`src/rtl/irq_entry_pkg.sv`:
```
package irq_entry_pkg;
  localparam int CSR_AW = 3;

  typedef enum logic [CSR_AW-1:0] {
    CSR_STAT = 3'd0,
    CSR_MASK = 3'd1,
    CSR_PEND = 3'd2,
    CSR_BASE = 3'd3
  } csr_sel_e;

  localparam int STAT_IE  = 0;
  localparam int STAT_EIE = 1;
endpackage

```
`src/rtl/irq_pending_bank.sv`:
```
module irq_pending_bank #(
  parameter int N_IRQ = 32
) (
  input  logic             clk,
  input  logic             rst_n,
  input  logic [N_IRQ-1:0] irq_i,
  input  logic             clr_en_i,
  input  logic [N_IRQ-1:0] clr_mask_i,
  output logic [N_IRQ-1:0] pend_o
);
  logic [N_IRQ-1:0] pend_q;

  for (genvar g = 0; g < N_IRQ; g++) begin : g_bit
    always_ff @(posedge clk) begin
      if (!rst_n)
        pend_q[g] <= 1'b0;
      else if (irq_i[g])
        pend_q[g] <= 1'b1;                 // set wins over clear
      else if (clr_en_i && clr_mask_i[g])
        pend_q[g] <= 1'b0;
    end

    a_r1_level_latches: assert property (@(posedge clk) disable iff (!rst_n)
      irq_i[g] |=> pend_q[g]);
    a_r2_clear_takes: assert property (@(posedge clk) disable iff (!rst_n)
      (clr_en_i && clr_mask_i[g] && !irq_i[g]) |=> !pend_q[g]);
  end

  assign pend_o = pend_q;
endmodule

```
`src/rtl/irq_status_regs.sv`:
```
module irq_status_regs
  import irq_entry_pkg::*;
#(
  parameter int XLEN     = 32,
  parameter int N_IRQ    = 32,
  parameter int BASE_LSB = 8
) (
  input  logic             clk,
  input  logic             rst_n,
  input  logic             wr_stat_i,
  input  logic             wr_mask_i,
  input  logic             wr_base_i,
  input  logic [XLEN-1:0]  wdata_i,
  input  logic             take_i,
  input  logic             ret_i,
  output logic             ie_o,
  output logic             eie_o,
  output logic [N_IRQ-1:0] mask_o,
  output logic [XLEN-1:0]  base_o
);
  localparam int HI_W = XLEN - BASE_LSB;

  logic             ie_q, eie_q;
  logic [N_IRQ-1:0] mask_q;
  logic [HI_W-1:0]  base_hi_q;

  always_ff @(posedge clk) begin
    if (!rst_n) begin
      ie_q  <= 1'b0;
      eie_q <= 1'b0;
    end else if (take_i) begin
      eie_q <= ie_q;
      ie_q  <= 1'b0;
    end else if (ret_i) begin
      ie_q  <= eie_q;
    end else if (wr_stat_i) begin
      ie_q  <= wdata_i[STAT_IE];
      eie_q <= wdata_i[STAT_EIE];
    end
  end

  always_ff @(posedge clk) begin
    if (!rst_n) begin
      mask_q    <= '0;
      base_hi_q <= '0;
    end else begin
      if (wr_mask_i) mask_q    <= wdata_i[N_IRQ-1:0];
      if (wr_base_i) base_hi_q <= wdata_i[XLEN-1:BASE_LSB];
    end
  end

  assign ie_o   = ie_q;
  assign eie_o  = eie_q;
  assign mask_o = mask_q;
  assign base_o = {base_hi_q, {BASE_LSB{1'b0}}};

  a_r6_entry_saves_enable: assert property (@(posedge clk) disable iff (!rst_n)
    take_i |=> (!ie_q && eie_q == $past(ie_q)));
  a_r7_return_restores: assert property (@(posedge clk) disable iff (!rst_n)
    ret_i |=> (ie_q == $past(eie_q)));
  a_r11_hw_over_sw: assert property (@(posedge clk) disable iff (!rst_n)
    (take_i && wr_stat_i) |=> !ie_q);
  a_r8_base_aligned: assert property (@(posedge clk) disable iff (!rst_n)
    wr_base_i |=> (base_o[XLEN-1:BASE_LSB] == $past(wdata_i[XLEN-1:BASE_LSB])));
endmodule

```
`src/rtl/irq_accept.sv`:
```
module irq_accept #(
  parameter int                  XLEN     = 32,
  parameter int                  N_IRQ    = 32,
  parameter int                  BASE_LSB = 8,
  parameter logic [BASE_LSB-1:0] VEC_OFF  = 8'hC0
) (
  input  logic             ie_i,
  input  logic [N_IRQ-1:0] pend_i,
  input  logic [N_IRQ-1:0] mask_i,
  input  logic             eret_i,
  input  logic [XLEN-1:0]  base_i,
  input  logic [XLEN-1:0]  pc_next_i,
  input  logic [XLEN-1:0]  ea_rdata_i,
  output logic             take_o,
  output logic             ret_o,
  output logic             redirect_o,
  output logic [XLEN-1:0]  redirect_pc_o,
  output logic             ea_we_o,
  output logic [XLEN-1:0]  ea_wdata_o
);
  logic             any_live;
  logic [XLEN-1:0]  vector_pc;

  always_comb begin
    any_live  = |(pend_i & mask_i);
    take_o    = ie_i && any_live;
    ret_o     = eret_i && !take_o;
    // base is aligned, so concatenation replaces an adder
    vector_pc = {base_i[XLEN-1:BASE_LSB], VEC_OFF};
    redirect_o    = take_o || ret_o;
    redirect_pc_o = take_o ? vector_pc : ea_rdata_i;
    ea_we_o       = take_o;
    ea_wdata_o    = pc_next_i;
  end
endmodule

```
`src/rtl/irq_entry_ctl.sv`:
```
module irq_entry_ctl
  import irq_entry_pkg::*;
#(
  parameter int                  XLEN     = 32,
  parameter int                  BASE_LSB = 8,
  parameter logic [BASE_LSB-1:0] VEC_OFF  = 8'hC0
) (
  input  logic              clk,
  input  logic              rst_n,
  input  logic [XLEN-1:0]   irq_i,
  input  logic [XLEN-1:0]   pc_next_i,
  input  logic              eret_i,
  input  logic [XLEN-1:0]   ea_rdata_i,
  input  logic              csr_we_i,
  input  logic [CSR_AW-1:0] csr_addr_i,
  input  logic [XLEN-1:0]   csr_wdata_i,
  output logic [XLEN-1:0]   csr_rdata_o,
  output logic              redirect_o,
  output logic [XLEN-1:0]   redirect_pc_o,
  output logic              ea_we_o,
  output logic [XLEN-1:0]   ea_wdata_o
);
  localparam int N_IRQ = XLEN;

  csr_sel_e         sel;
  logic             wr_stat, wr_mask, wr_pend, wr_base;
  logic             ie_w, eie_w, take_w, ret_w;
  logic [N_IRQ-1:0] pend_w, mask_w;
  logic [XLEN-1:0]  base_w;

  always_comb begin
    sel     = csr_sel_e'(csr_addr_i);
    wr_stat = csr_we_i && (sel == CSR_STAT);
    wr_mask = csr_we_i && (sel == CSR_MASK);
    wr_pend = csr_we_i && (sel == CSR_PEND);
    wr_base = csr_we_i && (sel == CSR_BASE);
  end

  irq_pending_bank #(.N_IRQ(N_IRQ)) u_pend (
    .clk        (clk),
    .rst_n      (rst_n),
    .irq_i      (irq_i),
    .clr_en_i   (wr_pend),
    .clr_mask_i (csr_wdata_i[N_IRQ-1:0]),
    .pend_o     (pend_w)
  );

  irq_status_regs #(.XLEN(XLEN), .N_IRQ(N_IRQ), .BASE_LSB(BASE_LSB)) u_stat (
    .clk       (clk),
    .rst_n     (rst_n),
    .wr_stat_i (wr_stat),
    .wr_mask_i (wr_mask),
    .wr_base_i (wr_base),
    .wdata_i   (csr_wdata_i),
    .take_i    (take_w),
    .ret_i     (ret_w),
    .ie_o      (ie_w),
    .eie_o     (eie_w),
    .mask_o    (mask_w),
    .base_o    (base_w)
  );

  irq_accept #(.XLEN(XLEN), .N_IRQ(N_IRQ), .BASE_LSB(BASE_LSB), .VEC_OFF(VEC_OFF)) u_acc (
    .ie_i          (ie_w),
    .pend_i        (pend_w),
    .mask_i        (mask_w),
    .eret_i        (eret_i),
    .base_i        (base_w),
    .pc_next_i     (pc_next_i),
    .ea_rdata_i    (ea_rdata_i),
    .take_o        (take_w),
    .ret_o         (ret_w),
    .redirect_o    (redirect_o),
    .redirect_pc_o (redirect_pc_o),
    .ea_we_o       (ea_we_o),
    .ea_wdata_o    (ea_wdata_o)
  );

  always_comb begin
    csr_rdata_o = '0;
    case (sel)
      CSR_STAT: begin
        csr_rdata_o[STAT_IE]  = ie_w;
        csr_rdata_o[STAT_EIE] = eie_w;
      end
      CSR_MASK: csr_rdata_o = mask_w;
      CSR_PEND: csr_rdata_o = pend_w;
      CSR_BASE: csr_rdata_o = base_w;
      default:  csr_rdata_o = '0;
    endcase
  end

  a_r4_vector_target: assert property (@(posedge clk) disable iff (!rst_n)
    ea_we_o |-> (redirect_pc_o == base_w + XLEN'(VEC_OFF)));
  a_r3_entry_needs_enable: assert property (@(posedge clk) disable iff (!rst_n)
    ea_we_o |-> (ie_w && ((pend_w & mask_w) != '0)));
  a_r6_no_nesting: assert property (@(posedge clk) disable iff (!rst_n)
    ea_we_o |=> !ea_we_o);
  a_r5_return_addr: assert property (@(posedge clk) disable iff (!rst_n)
    ea_we_o |-> (ea_wdata_o == pc_next_i));
  a_r7_return_target: assert property (@(posedge clk) disable iff (!rst_n)
    (redirect_o && !ea_we_o) |-> (eret_i && redirect_pc_o == ea_rdata_i));
endmodule

```
`config.mk`:
```
export PLATFORM = sky130hd
export DESIGN_NAME = irq_entry_ctl
export DESIGN_NICKNAME = d
export VERILOG_FILES = /design/src/rtl/irq_entry_pkg.sv /design/src/rtl/irq_pending_bank.sv /design/src/rtl/irq_status_regs.sv /design/src/rtl/irq_accept.sv /design/src/rtl/irq_entry_ctl.sv
export SDC_FILE = /design/constraint.sdc
export NUM_CORES = 1
export LEC_CHECK = 0
export CAP_MARGIN = 20
export CORE_MARGIN = 1.5
export CORE_UTILIZATION = 40
export DETAILED_ROUTE_END_ITERATION = 8
export DONT_BUFFER_PORTS = 1
export PLACE_DENSITY_LB_ADDON = 0.2
export SLEW_MARGIN = 20
export SYNTH_ARGS = -nofsm -noshare
export SYNTH_HDL_FRONTEND = slang
export SYNTH_SLANG_ARGS = --single-unit
```
`constraint.sdc`:
```
create_clock -name clk -period 2.6 [get_ports clk]
set_input_delay 0.52 -clock clk [delete_from_list [all_inputs] [get_ports clk]]
set_output_delay 0.52 -clock clk [all_outputs]
set_load 0.01 [all_outputs]
```
==> reports/results.tsv, run 1 <==
metric	value	unit
Slew headroom	60.3	%
Synth Flop Type	dfxtp_1	
largest family of logic cells by synthesized area	compound AO/OA/AOI/OAI gates	
vias per cell	5.92	
Fin. Hold Viols	0	
pin count of the biggest net entering global routing	91	
Initial Utilization	41.5	%
Post-Place Cell Area	0.00470	sq mm
GPL Wtd Cong	0.764	
WL met1	6670	um
Clock Sinks	90	
Post-synth top cells	nand2_1 (113), dfxtp_1 (90), a21boi_0 (89)	
EDFF count, synth	0	
Peak Freq	371	MHz
PD cells	593	mW/mm^2
clock share of power	44.2	%
Worst Setup Start Kind	flip-flop	
Post-Syn Nets	694	
clock tree buffer depth	2	
delay-heaviest family, CP	compound AO/OA/AOI/OAI gates	
antenna fix cells	0	
synthesized area	0.00480	sq mm
io pins	233	
final instance area	0.00529	sq mm
fin nets	645	
Net Sw Frac	22.7	%
post-placement cell count	638	
Fin Clk Skew	3.87	ps
post-synthesis xor/xnor area fraction	0	%
Avg Inst Size Synth	8.60	sq um
pre-CTS setup slack	157	ps
die height	113	um
DR vias	3896	
Overflow after GRT	0	
post-synthesis mux area share	12.1	%
post-synthesis adder-cell area fraction	0	%
setup TNS	-2020	ps
top cell type's share of synthesized area	37.5	%
leakage power	1.96	nW
YS warnings	0	
final cell count without fillers	658	
run status	finished, violations left	
Detail Placement HPWL	10600	um
largest cells by area after synthesis	dfxtp_1 (38%), a21boi_0 (14%), mux2_2 (11%), nand2_1 (8.8%), a22oi_1 (7.2%)	
Hold Crit Class	input port to flip-flop	
clk root buf	clkbuf_16	
CP Buf/Inv Count	2	
top-count cell post-synth	nand2_1	
Flop pwr share	47.5	%
initial antenna violation count	0	
Top Layer Used	met4	
sequential fraction of the synthesis area	37.5	%
critical path's largest stage delay	340	ps
RSZ-0062 raised after global routing	true	
drt pass-1 iters	4	
worst setup margin	-97.5	ps
Required @ worst endpoint	2080	ps
CP arrival	2180	ps
Final ANT Viol Nets	0	
TritonCTS clock tree	done	
wire length of the first global-routing pass	23100	um
internal power	2.43	mW
Layout area overhead	10.2	%
WL final	15800	um
post-synth cell types	28	
P_sw	711	uW
DR WL met3	1260	um
combinational share of power	8.3	%
Max-Cap Viols	0	
Final period util	104	%
Least-Margin Pin Slew	587	ps
Simple-Gate Fraction of Synth Area	14.7	%
core area	0.0116	sq mm
die area	0.0127	sq mm
GR Util All Layers	24.3	%
CTS Buf Count	9	
register bit total from synthesis	90	
critical path capture point type	output port	
Die X	113	um
final setup fails	30	
crit path max-delay cell type	o41ai_4	
crit path time final	2700	ps
share of post-route cells with drive strength above 1	19.6	%
H-tree depth	3	
met2 wire length	7320	um
DR DRC count	0	
DR WL/cell	24.0	um
worst path cell trace	a22oi_1 -> nand4_1 -> o41ai_4 -> buf_6 -> clkbuf_16 -> mux2_4	
Tot Pwr	3.14	mW
WS Path Type	flip-flop to output port	
peak supply drop	0.298	mV
initial drt markers	212	
vias in the first global route	3873	
num rows	39	
CTS hold repair buffers	0	
Worst-Skew Late Latency	340	ps
leading area contributor after synthesis	dfxtp_1	
failing checks	setup timing	
Worst-path clk slew	60	ps
ys async rst share	0	%
count of input and output buffers	0	
fin. max-slew vios	0	
Syn Inst Count	559	
Synth Area in Compound Gates	27.0	%
worst-path maximum fanout	6	
state kept, by name (all words and copies together) (netlist names):
| signal | count |
|---|---|
| u_stat.eie_o | 1 |
| u_stat.ie_o | 1 |
| u_pend.pend_o | 32 |
| u_stat.mask_o | 32 |
| u_stat.base_hi_q | 24 |
placed cells by master (no fill, tap or decap), types with 2 or more instances in the layout:
cell and instances:
a21oi_1 2, nand2_1 113, a22oi_1 34, dfxtp_1 86, clkbuf_1 2, nand4_1 4, o21a_1 32, buf_4 5
a22oi_2 12, mux2i_1 4, buf_12 5, and2_4 6, mux2_4 24, nor2b_1 3, and3_1 2, nor2_1 34
clkbuf_8 4, dfxtp_2 4, nand2b_1 2, clkbuf_16 11, a21boi_0 89, mux2_2 24
stage by stage:
step                utilization [%]  hold WS, ps
CTS                            44.2          290
global placement               40.6          465
detailed placement             40.6          473
finish                         45.8          298
global route                   45.8          281
floorplan                         -          449
timing repair:
| action | CTS | global route |
|---|---|---|
| cloned | 1 | 2 |
| pin swaps | 3 | 9 |
| gates resized for setup | 20 | 33 |
| buffers inserted | 1 | 0 |
| endpoints found under the setup margin | 24 | 34 |
per-layer routing:
layer,up-vias,global-route usage (%)
met5,-,0
met4,0,12.8
met3,42,6.75
met2,164,38.1
met1,1877,30.5
li1,1813,-
path summary, 6_finish.rpt:
path / to / slack, ps / cells after the start / start
max: redirect_pc_o[29] / -100 / 6 / u_pend.pend_o[27]
min: u_pend.pend_o[7] / 300 / 1 / rst_n
max reg2reg: u_stat.ie_o / 760 / 6 / u_pend.pend_o[27]
min reg2reg: u_stat.base_hi_q[23] / 480 / 2 / u_stat.base_hi_q[23]
cell families after synthesis:
logic type,Yosys count
AOI/OAI and AO/OA,171
buffers and inverters,75
DFF,90
muxes,52
and+or+nand+nor,171
power by group through the flow:
| stage | Clock (mW) | Combinational (mW) | Sequential (mW) |
|---|---|---|---|
| finish | 1.39 | 0.262 | 1.49 |
| global placement | 0 | 0.237 | 1.51 |
| global route | 1.48 | 0.285 | 1.50 |
| CTS | 1.41 | 0.250 | 1.49 |
| floorplan | 0 | 0.281 | 1.49 |
| detailed placement | 0 | 0.241 | 1.51 |
cell type report:
type	count	area, sq um
clock buffers	15	288
clock inverters	1	30.0
fillers	1122	6270
inverters	1	3.75
multi-input cells	394	2750
flip-flops and latches	90	1810
well taps	143	179
repair buffers	14	231
(Power assumes the default switching activity.)
==> inputs of run 2 (changes only) <==
Settings changed: CORE_MARGIN 1.5 to 2.
Clock period 2.6 ns to 3.3 ns, I/O delays scaled along.
==> run 2 against run 1 <==
The run now ends clean. Worst hold slack better by 140 ps. Non-clock buffer count down 4. Clock-buffer cell count down 4. Sequential power down 21%. First-iteration DRC count down 19%. Clock power down 13%. Design area down 5.2%. Critical path type unchanged. Highest routed layer unchanged.
==> reports/results.tsv, run 2 (synthesis gave the netlist of run 1 again) <==
metric	value	unit	change
initial drt markers	172		-19%
met2 Use GR	33.9	%	-4.2 points
pre-CTS setup slack	687	ps	+529 ps
PD cells	512	mW/mm^2	-14%
postcts setup bufs	0		-1
run status	finished, final reports clean		
count of input and output buffers	0		unchanged
num rows	40		+2.6%
post-cts sizing count	0		-100%
drt pass-1 iters	4		unchanged
CTS hold repair buffers	0		unchanged
Hold WS	437	ps	+139 ps
vias per cell	5.83		-1.5%
critical path's largest stage delay	410	ps	+70 ps
Fin Clk Skew	6.63	ps	+2.77 ps
GPL Wtd Cong	0.808		+5.7%
Required @ worst endpoint	2640	ps	+560 ps
commonest non-fill, non-tap cells in the layout	nand2_1 (113), dfxtp_1 (90), a21boi_0 (89)		
clk root buf	clkbuf_16		
worst-path maximum fanout	28		+22
WL final	14300	um	-9.4%
Tot Pwr	2.57	mW	-18%
Hold Crit Class	input port to flip-flop		
Least-Margin Pin Slew	681	ps	+93.8 ps
setup TNS	0	ps	+2020 ps
fin nets	641		-0.62%
H-tree depth	3		unchanged
Clock Sinks	90		unchanged
Final period util	89.5	%	
CTS Buf Count	9		unchanged
CP Buf/Inv Count	1		-1
die height	114	um	+0.89%
Detail Placement HPWL	9880	um	-6.4%
initial antenna violation count	0		unchanged
Slew headroom	54.6	%	-5.7 points
core area	0.0119	sq mm	+2.6%
worst path cell trace	a22oi_1 -> nand4_1 -> o41ai_4 -> buf_4 -> mux2_2		
fin. max-slew vios	0		unchanged
Worst-Skew Late Latency	340	ps	about the same
critical path capture point type	output port		
GRT met1 Usage	28.6	%	-1.9 points
WS Path Type	flip-flop to output port		
final setup fails	0		-100%
Worst-path clk slew	70	ps	about the same
antenna fix cells	0		unchanged
leakage power	1.75	nW	-11%
DR vias	3836		-1.5%
Overflow after GRT	0		unchanged
io pins	233		unchanged
vias in the first global route	3791		-2.1%
crit path max-delay cell type	mux2_2		
DR DRC count	0		unchanged
CP arrival	2290	ps	+110 ps
peak supply drop	0.233	mV	-22%
Initial Utilization	40.5	%	-1.0 points
crit path time final	2950	ps	
Fin. Hold Viols	0		unchanged
share of post-route cells with drive strength above 1	14.5	%	-5.1 points
GR peak layer	met2		
TritonCTS clock tree	done		
Max-Cap Viols	0		unchanged
FILL cells	1176		+4.8%
Final ANT Viol Nets	0		unchanged
pin count of the biggest net entering global routing	91		unchanged
worst setup margin	346	ps	+443 ps
GR Util All Layers	21.8	%	-2.5 points
clock tree buffer depth	2		unchanged
most common library cell in the layout ignoring fill and taps	nand2_1		
wire length of the first global-routing pass	21400	um	-7.5%
Worst Setup Start Kind	flip-flop		
met3 global-route usage	5.37	%	-1.4 points
Die X	114	um	+0.89%
DR WL/cell	21.7	um	-9.4%
RSZ-0062 raised after global routing	false		
die area	0.0129	sq mm	+1.8%
Layout area overhead	4.40	%	
Peak Freq	339	MHz	
delay-heaviest family, CP	compound AO/OA/AOI/OAI gates		
[run 2: layer usage]
metal / part of all wire (%) / wire, um
met5: 0 / 0
met4: 2.5 / 361
met3: 7.8 / 1120
met2: 46 / 6500
met1: 44 / 6300
[run 2: metrics by stage]
step	instance area, sq um	utilization, %	instances
3_5_place_dp	4660	39.3	642
2_1_floorplan	4800	-	559
3_3_place_gp	4660	39.3	642
6_report	5020	42.3	658
4_1_cts	5020	42.3	658
5_1_grt	5020	42.3	658
[run 2: worst reg2reg max path, cell delays in order (launching register included)]
cell      delay [ps]
dfxtp_1          360
a22oi_1          200
nand4_1          200
o41ai_4          400
buf_4            380
a21boi_0         140
[run 2: layout make-up]
class / instances / area [sq um] / area share (%)
Inverter: 1 / 3.75 / 0.0748
Multi-Input combinational cell: 394 / 2590 / 51.6
Timing Repair Buffer: 10 / 87.6 / 1.75
Clock buffer: 11 / 253 / 5.04
Sequential cell: 90 / 1800 / 35.9
Clock inverter: 5 / 100 / 2.00
Tap cell: 147 / 184 / 3.67
[run 2: power breakdown]
| part | internal (mW) | leakage, nW | switching (mW) |
|---|---|---|---|
| logic | 0.0933 | 0.837 | 0.0912 |
| clock network | 0.779 | 0.176 | 0.433 |
| registers | 1.13 | 0.738 | 0.0396 |
[run 2: worst paths after layout]
kind                             start              endpoint  slack, ps  depth (start not counted)
setup / recovery     u_pend.pend_o[29]      redirect_pc_o[9]        350                          5
hold / removal                   rst_n      u_pend.pend_o[7]        440                          1
setup reg to reg     u_pend.pend_o[29]          u_stat.eie_o       1490                          5
hold reg to reg   u_stat.base_hi_q[15]  u_stat.base_hi_q[15]        480                          2
